[src/rtl/bpj_pkg.sv]
package bpj_pkg;

  typedef enum logic [1:0] {
    ST_IDLE = 2'd0,
    ST_JAM  = 2'd1,
    ST_GAP  = 2'd2,
    ST_SEND = 2'd3
  } bpj_state_e;

  // Number of byte clocks spent in the gap for a programmed length.
  function automatic int unsigned gap_cycles(input int unsigned len);
    return (len == 0) ? 1 : len;
  endfunction

endpackage

[src/rtl/bpj_gap_timer.sv]
module bpj_gap_timer #(
  parameter int GAP_W = 7
) (
  input  logic             clk,
  input  logic             rst_n,
  input  logic             load,
  input  logic [GAP_W-1:0] len,
  input  logic             run,
  output logic             last
);
  localparam logic [GAP_W-1:0] ONE = GAP_W'(1);

  logic [GAP_W-1:0] cnt;

  always_ff @(posedge clk) begin
    if (!rst_n) begin
      cnt <= '0;
    end else if (load) begin
      cnt <= GAP_W'(bpj_pkg::gap_cycles(int'(len)));
    end else if (run && cnt != '0) begin
      cnt <= cnt - ONE;
    end
  end

  assign last = run && (cnt == ONE);

  AST_GAP_NONZERO: assert property (@(posedge clk) disable iff (!rst_n)
    run |-> cnt != '0);

endmodule

[src/rtl/bpj_fsm.sv]
module bpj_fsm (
  input  logic                  clk,
  input  logic                  rst_n,
  input  logic                  bp_en,
  input  logic                  tx_req,
  input  logic                  tx_end,
  input  logic                  gap_last,
  output bpj_pkg::bpj_state_e   state,
  output logic                  gap_load,
  output logic                  gap_run
);
  import bpj_pkg::*;

  bpj_state_e nxt;

  always_comb begin
    nxt      = state;
    gap_load = 1'b0;
    unique case (state)
      ST_IDLE: begin
        if (tx_req) begin
          nxt      = ST_GAP;
          gap_load = 1'b1;
        end else if (bp_en) begin
          nxt = ST_JAM;
        end
      end
      ST_JAM: begin
        if (tx_req) begin
          nxt      = ST_GAP;
          gap_load = 1'b1;
        end else if (!bp_en) begin
          nxt = ST_IDLE;
        end
      end
      ST_GAP: begin
        if (gap_last) nxt = ST_SEND;
      end
      ST_SEND: begin
        if (tx_end) nxt = bp_en ? ST_JAM : ST_IDLE;
      end
      default: nxt = ST_IDLE;
    endcase
  end

  assign gap_run = (state == ST_GAP);

  always_ff @(posedge clk) begin
    if (!rst_n) state <= ST_IDLE;
    else        state <= nxt;
  end

  AST_REQ_STOPS_JAM: assert property (@(posedge clk) disable iff (!rst_n)
    (state == ST_JAM && tx_req) |=> state == ST_GAP);
  AST_GAP_EXIT: assert property (@(posedge clk) disable iff (!rst_n)
    (state == ST_GAP && gap_last) |=> state == ST_SEND);
  AST_END_REJAM: assert property (@(posedge clk) disable iff (!rst_n)
    (state == ST_SEND && tx_end && bp_en) |=> state == ST_JAM);
  AST_END_IDLE: assert property (@(posedge clk) disable iff (!rst_n)
    (state == ST_SEND && tx_end && !bp_en) |=> state == ST_IDLE);
  AST_SEND_HOLDS: assert property (@(posedge clk) disable iff (!rst_n)
    (state == ST_SEND && !tx_end) |=> state == ST_SEND);

endmodule

[src/rtl/bpj_pattern.sv]
module bpj_pattern #(
  parameter int              BYTE_W  = 8,
  parameter logic [BYTE_W-1:0] PATTERN = 8'h55
) (
  input  logic              active,
  output logic [BYTE_W-1:0] data
);
  assign data = active ? PATTERN : '0;
endmodule

[src/rtl/bp_jam_ctrl.sv]
module bp_jam_ctrl #(
  parameter int                GAP_W   = 7,
  parameter int                BYTE_W  = 8,
  parameter logic [BYTE_W-1:0] JAM_PAT = 8'h55
) (
  input  logic              clk,
  input  logic              rst_n,
  input  logic              bp_en,
  input  logic              tx_req,
  input  logic              tx_end,
  input  logic [GAP_W-1:0]  gap_len,
  output logic              jam_on,
  output logic [BYTE_W-1:0] jam_byte,
  output logic              pkt_start,
  output logic              sending
);
  import bpj_pkg::*;

  bpj_state_e state;
  logic       gap_load;
  logic       gap_run;
  logic       gap_last;

  bpj_fsm u_fsm (
    .clk      (clk),
    .rst_n    (rst_n),
    .bp_en    (bp_en),
    .tx_req   (tx_req),
    .tx_end   (tx_end),
    .gap_last (gap_last),
    .state    (state),
    .gap_load (gap_load),
    .gap_run  (gap_run)
  );

  bpj_gap_timer #(.GAP_W(GAP_W)) u_gap (
    .clk   (clk),
    .rst_n (rst_n),
    .load  (gap_load),
    .len   (gap_len),
    .run   (gap_run),
    .last  (gap_last)
  );

  assign jam_on    = (state == ST_JAM);
  assign sending   = (state == ST_SEND);
  assign pkt_start = gap_last;

  bpj_pattern #(.BYTE_W(BYTE_W), .PATTERN(JAM_PAT)) u_pat (
    .active (jam_on),
    .data   (jam_byte)
  );

  AST_PATTERN_MATCH: assert property (@(posedge clk) disable iff (!rst_n)
    jam_on |-> jam_byte == JAM_PAT);
  AST_START_TO_SEND: assert property (@(posedge clk) disable iff (!rst_n)
    pkt_start |=> sending && !pkt_start);
  AST_NO_JAM_IN_PACKET: assert property (@(posedge clk) disable iff (!rst_n)
    sending |-> !jam_on && !pkt_start);

endmodule

[config.mk]
export PLATFORM = sky130hd
export DESIGN_NAME = bp_jam_ctrl
export DESIGN_NICKNAME = d
export VERILOG_FILES = /design/src/rtl/bpj_pkg.sv /design/src/rtl/bpj_gap_timer.sv /design/src/rtl/bpj_fsm.sv /design/src/rtl/bpj_pattern.sv /design/src/rtl/bp_jam_ctrl.sv
export SDC_FILE = /design/constraint.sdc
export NUM_CORES = 1
export LEC_CHECK = 0
export ABC_CLOCK_PERIOD_IN_PS = 3600
export CELL_PAD_IN_SITES_DETAIL_PLACEMENT = 0
export CELL_PAD_IN_SITES_GLOBAL_PLACEMENT = 1
export CORE_MARGIN = 2
export CORE_UTILIZATION = 28
export DETAILED_ROUTE_END_ITERATION = 7
export HOLD_SLACK_MARGIN = 0.02
export PLACE_DENSITY = 0.72
export SLEW_MARGIN = 40
export SYNTH_ARGS = -nofsm -noshare
export SYNTH_HDL_FRONTEND = slang
export SYNTH_SLANG_ARGS = --single-unit
[constraint.sdc]
create_clock -name clk -period 3.6 [get_ports clk]
set_input_delay 0.54 -clock clk [delete_from_list [all_inputs] [get_ports clk]]
set_output_delay 0.54 -clock clk [all_outputs]
set_load 0.01 [all_outputs]
Word-level counts from Yosys, hierarchy flattened
Index checks and enable logic that the tools add are counted.
{ "word_totals": {"output_inout_bits": 11, "word_cells": 33, "in_bits": 12, "register_bits": 9} }
{ "classes": {"muxes": 14, "reduce_logical": 8, "eq_ne": 8, "n_addsub": 1} }
{ "ops": {"columns": ["cell", "count"], "rows": [
  ["$mux 7", 4],
  ["$mux 2", 6],
  ["$pmux 2 s4", 1],
  ["$eq 7x1->1 const B", 1],
  ["$logic_not 7->1", 1],
  ["$reduce_bool 7->1", 1],
  ["$sub 7x1->7 const B", 1],
  ["$ne 3x3->1 const B", 2],
  ["$eq 2x2->1 const B", 2],
  ["$ne 2x2->1 const B", 2],
  ["$reduce_and 4->1", 1],
  ["$mux 1", 3],
  ["$eq 2x1->1 const B", 1],
  ["$logic_and 1x1->1", 2],
  ["$logic_not 2->1", 1],
  ["$reduce_bool 2->1", 1],
  ["$reduce_or 2->1", 1]
]} }

Longest topological paths before layout
Gate-level depths: netlist (run 1).
{ "logic_depth": {"ltp_word": 4, "depth_mapped": 6, "ltp_nobuf": 6} }

Cells and area by module
Synthesis (run 1) repeated with hierarchy kept, for this count alone.
{ "unflattened": {"cells_unflattened": 72, "area_unflattened_um2": 608.1} }
{ "by_module_without_submodules": {"columns": ["module", "cells_each", "instances", "area_per_inst_um2", "seq_area_each_um2"], "rows": [
  ["bpj_gap_timer", 51, 1, 425.4, 140.1],
  ["bpj_fsm", 10, 1, 102.6, 40.0],
  ["bpj_pattern", 9, 1, 63.8, 0.0],
  ["bp_jam_ctrl", 2, 1, 16.3, 0.0]
]} }

Worst setup path after synthesis (run 1)
No wires, ideal clock.
{ "synth_timing": {"path_type": "reg-to-output", "start": "reg u_gap.cnt[3]", "end": "out pkt_start", "required_ns": 3.060, "path_stages_with_launch": 3, "path_buffers": 0, "path_slack_ns": 2.032, "arrival_time_ns": 1.028, "path_cell_list": "dfxtp_1 -> nor4_4 -> and4b_1"} }
{ "synth_between": {"elab_chain_cells": 2} }
{ "synth_lines": {"columns": ["item", "line", "source"], "rows": [
  ["start: declaration", "bpj_gap_timer.sv:13", "logic [GAP_W-1:0] cnt;"],
  ["start signal: assignment", "bpj_gap_timer.sv:19", "cnt <= GAP_W'(bpj_pkg::gap_cycles(int'(len)));"],
  ["start signal: assignment", "bpj_gap_timer.sv:21", "cnt <= cnt - ONE;"],
  ["$eq 7x1->1", "bpj_gap_timer.sv:25", "assign last = run && (cnt == ONE);"],
  ["$logic_and 1x1->1", "bpj_gap_timer.sv:25", null],
  ["end: declaration", "bp_jam_ctrl.sv:14", "output logic pkt_start,"]
]} }
Every way passes these cells.

Final worst setup path (run 1)
Ends and elaborated chain as after synthesis.

==> out/qor.txt, run 1 <==
top cells by area, synth: dfxtp_1 28%, buf_4 9.4%, ha_1 5.8%
mux share of post-synthesis cell area: 0.0156
Post-Synth Adder-Cell Area: 0.0585
RSZ-0062 raised after global routing: no
initial antenna violation count: 0
Residual DRC: 0
status: completed
Finish-stage setup viols: 0
top cell type by total area after synthesis: dfxtp_1
Die Span Y: 51.9 um
Multi-input gate area: 398 um2
Design Area, Final: 831 um2
Synth cell types: 33
vias in the first global route: 559
largest net degree at the start of global routing: 9
critical path type: reg2out
#FFs+latches synth: 9
Synth top cells by count: 9 x dfxtp_1, 8 x buf_4, 6 x nor2_1, 5 x nor3_1, 5 x o21ai_0
Post-synth EDFFs: 0
die area: 2690 um2
Clock Tree Root: clkbuf_4
final slew viol count: 0
slowest library cell on the worst path: clkdlybuf4s50_1
CTS tree: yes
first-pass GRT wire length: 2.50 mm
row count: 17
Synth Area in Compound Gates: 0.234
via count: 599
leak pwr: 0.326 nW
Async S/R FF share, synth: 0
Post-Synth Simple-Gate Area: 0.288
Resize count post-CTS: 0
Via density: 4.99
total wire length: 1.43 mm
fmax: 416 MHz
Clock Latency Late Sink: 260 ps
sequential area share after synthesis: 0.281
Post-CTS Setup Inserts: 0
Core ar.: 2190 um2
CP required: 3060 ps
Final min period: 2400 ps
IO buf count: 18
Core Util, Final: 0.379
htree depth: 1
combinational family with the most area after synthesis: simple AND/OR/NAND/NOR gates
maximum VDD drop: 167 uV
period utilization: 0.668
grt total ovfl: 0
Worst Path Max Fanout: 6
Sink Count: 9
Fillers: 233
io pins: 23
most common cell in the netlist: dfxtp_1
post-route ant nets: 0
Synth Warn #: 0
sequential cell area: 180 um2
Post-Synth XOR/XNOR Area: 0
Final nets: 108
Max Cap Viol: 0
depth of the most critical reg-to-reg path: 6
final hold viol count: 0
kind of end point of the critical path: primary output
gr usage total: 0.125
worst hold path class: reg2reg
Post-CTS Hold Fix Bufs: 0
DR pass1 iterations: 4
synth-to-layout area growth: 29.4%
GP Congestion: 0.816
drt wl/cell: 11.9 um
final cell count without fillers: 120
Fin Setup TNS: 0 ps
Max Root-Sink Buffers: 2
Max Clock Skew: 7.97 ps
Primary FF master, synth: dfxtp_1
CP Cell Sequence: nor4_4 -> and4b_1 -> clkdlybuf4s50_1
hold depth: 2
initial DRC count: 11
post-detail-place hpwl: 1.15 mm
Placed Cells: 116
proportion of layout cells with a drive suffix above 1: 0.0761
Post-Synthesis Cells: 76
critical path launch point type: register
Syn Area/Cell: 8.45 um2
# diodes: 0
Die Wd: 51.9 um
arrival time worst endpoint: 1860 ps
CTS buffer count: 3
clock-pin slew on the worst setup and hold paths: 70 ps
post-synth top area share: 0.281
synthesized area: 642 um2
placed inst area: 805 um2
Worst path max stage delay: 540 ps
initial core utilization: 0.293
pwr dens: 354 nW/um2
cell type report:
type	count	area share
Multi-Input combinational cell	58	0.479
Sequential cell	9	0.217
Timing Repair Buffer	18	0.217
Tap cell	28	0.0422
Clock buffer	4	0.0316
Inverter	3	0.0136
power by group:
part | internal (W) | switching, W | leakage [nW]
registers | 0.000110 | 0.0000138 | 0.0746
clock network | 0.0000428 | 0.0000373 | 0.0150
logic | 0.0000457 | 0.0000448 | 0.236
routing by layer:
metal | share of wire | GRT usage | routed length, um | vias up
met5 | 0 | 0 | 0 | -
met4 | 0.0084 | 0.0395 | 12 | 0
met3 | 0.073 | 0.0431 | 104 | 2
met2 | 0.45 | 0.188 | 641 | 24
met1 | 0.47 | 0.166 | 675 | 276
li1 | - | - | - | 297
critical path, delay by kind of cell (launching register included):
family	cells	cell delay (ps)
simple gates	2	700
flops	1	370
buf+inv	1	540
stage by stage:
step	setup WS (ps)	power, W	hold slack [ps]
floorplan	2030	0.000188	484
global placement	1500	0.000215	509
detailed placement	1480	0.000216	519
CTS	1200	0.000297	526
global route	1090	0.000318	554
finish	1200	0.000294	524
logic make-up after synthesis:
| logic type | Yosys count |
|---|---|
| AO/OA/AOI/OAI | 20 |
| multiplexers | 1 |
| adder cells (fa/ha/maj) | 3 |
| buffers and inverters | 12 |
| other | 1 |
| AND/OR/NAND/NOR | 30 |
| flip-flops | 9 |
sequential cells by signal, indices dropped and copies added (netlist names):
name,flops
u_gap.cnt,7
u_fsm.state,2
path summary, 6_finish.rpt:
path                startpoint           end  slack (ps)
hold / removal    u_gap.cnt[6]  u_gap.cnt[6]         520
setup / recovery  u_gap.cnt[3]     pkt_start        1200
setup reg to reg  u_gap.cnt[0]  u_gap.cnt[4]        1870
hold reg to reg   u_gap.cnt[6]  u_gap.cnt[6]         520
layout by cell type (no fill, tap or decap), drive strengths merged:
master         count
nor4               1
nor3b              1
ha                 3
a21oi              3
a2111oi            1
nand3b             1
o311ai             1
and2b              2
nor2               6
or4                2
clkbuf             4
a21boi             2
dfxtp              9
nor3               5
and3               2
o211a              1
inv                3
a211oi             3
a21o               1
a31oi              2
o31ai              1
nand2b             2
and4b              1
clkdlybuf4s50     18
mux2i              1
nand3              1
nand2              3
o21ai              5
nor2b              2
and2               1
conb               4
Note: power is estimated with default switching activity, not from simulation.
==> run 2, diff against run 1 <==
- ABC_CLOCK_PERIOD_IN_PS: 3600 -> 2410
- clock period: 3.6 -> 2.41 ns (I/O delays scaled with it)
==> results of run 2 <==
The final DEF is identical to that of run 1. Status: completed.
Main changes from that run: setup slack after placement 1480 ps -> 472 ps; setup slack after layout 1200 ps -> 184 ps; register-to-register setup slack 1870 ps -> 680 ps; total power 0.000294 W -> 0.000440 W; worst IR drop on VDD 167 uV -> 249 uV
==> run 3, diff against run 2 <==
- TNS_END_PERCENT: unset -> 30
==> results of run 3 <==
The final DEF is identical to that of run 1. Status: completed.
Main changes from that run: setup slack after placement 1480 ps -> 472 ps; setup slack after layout 1200 ps -> 184 ps; register-to-register setup slack 1870 ps -> 680 ps; total power 0.000294 W -> 0.000440 W; worst IR drop on VDD 167 uV -> 249 uV
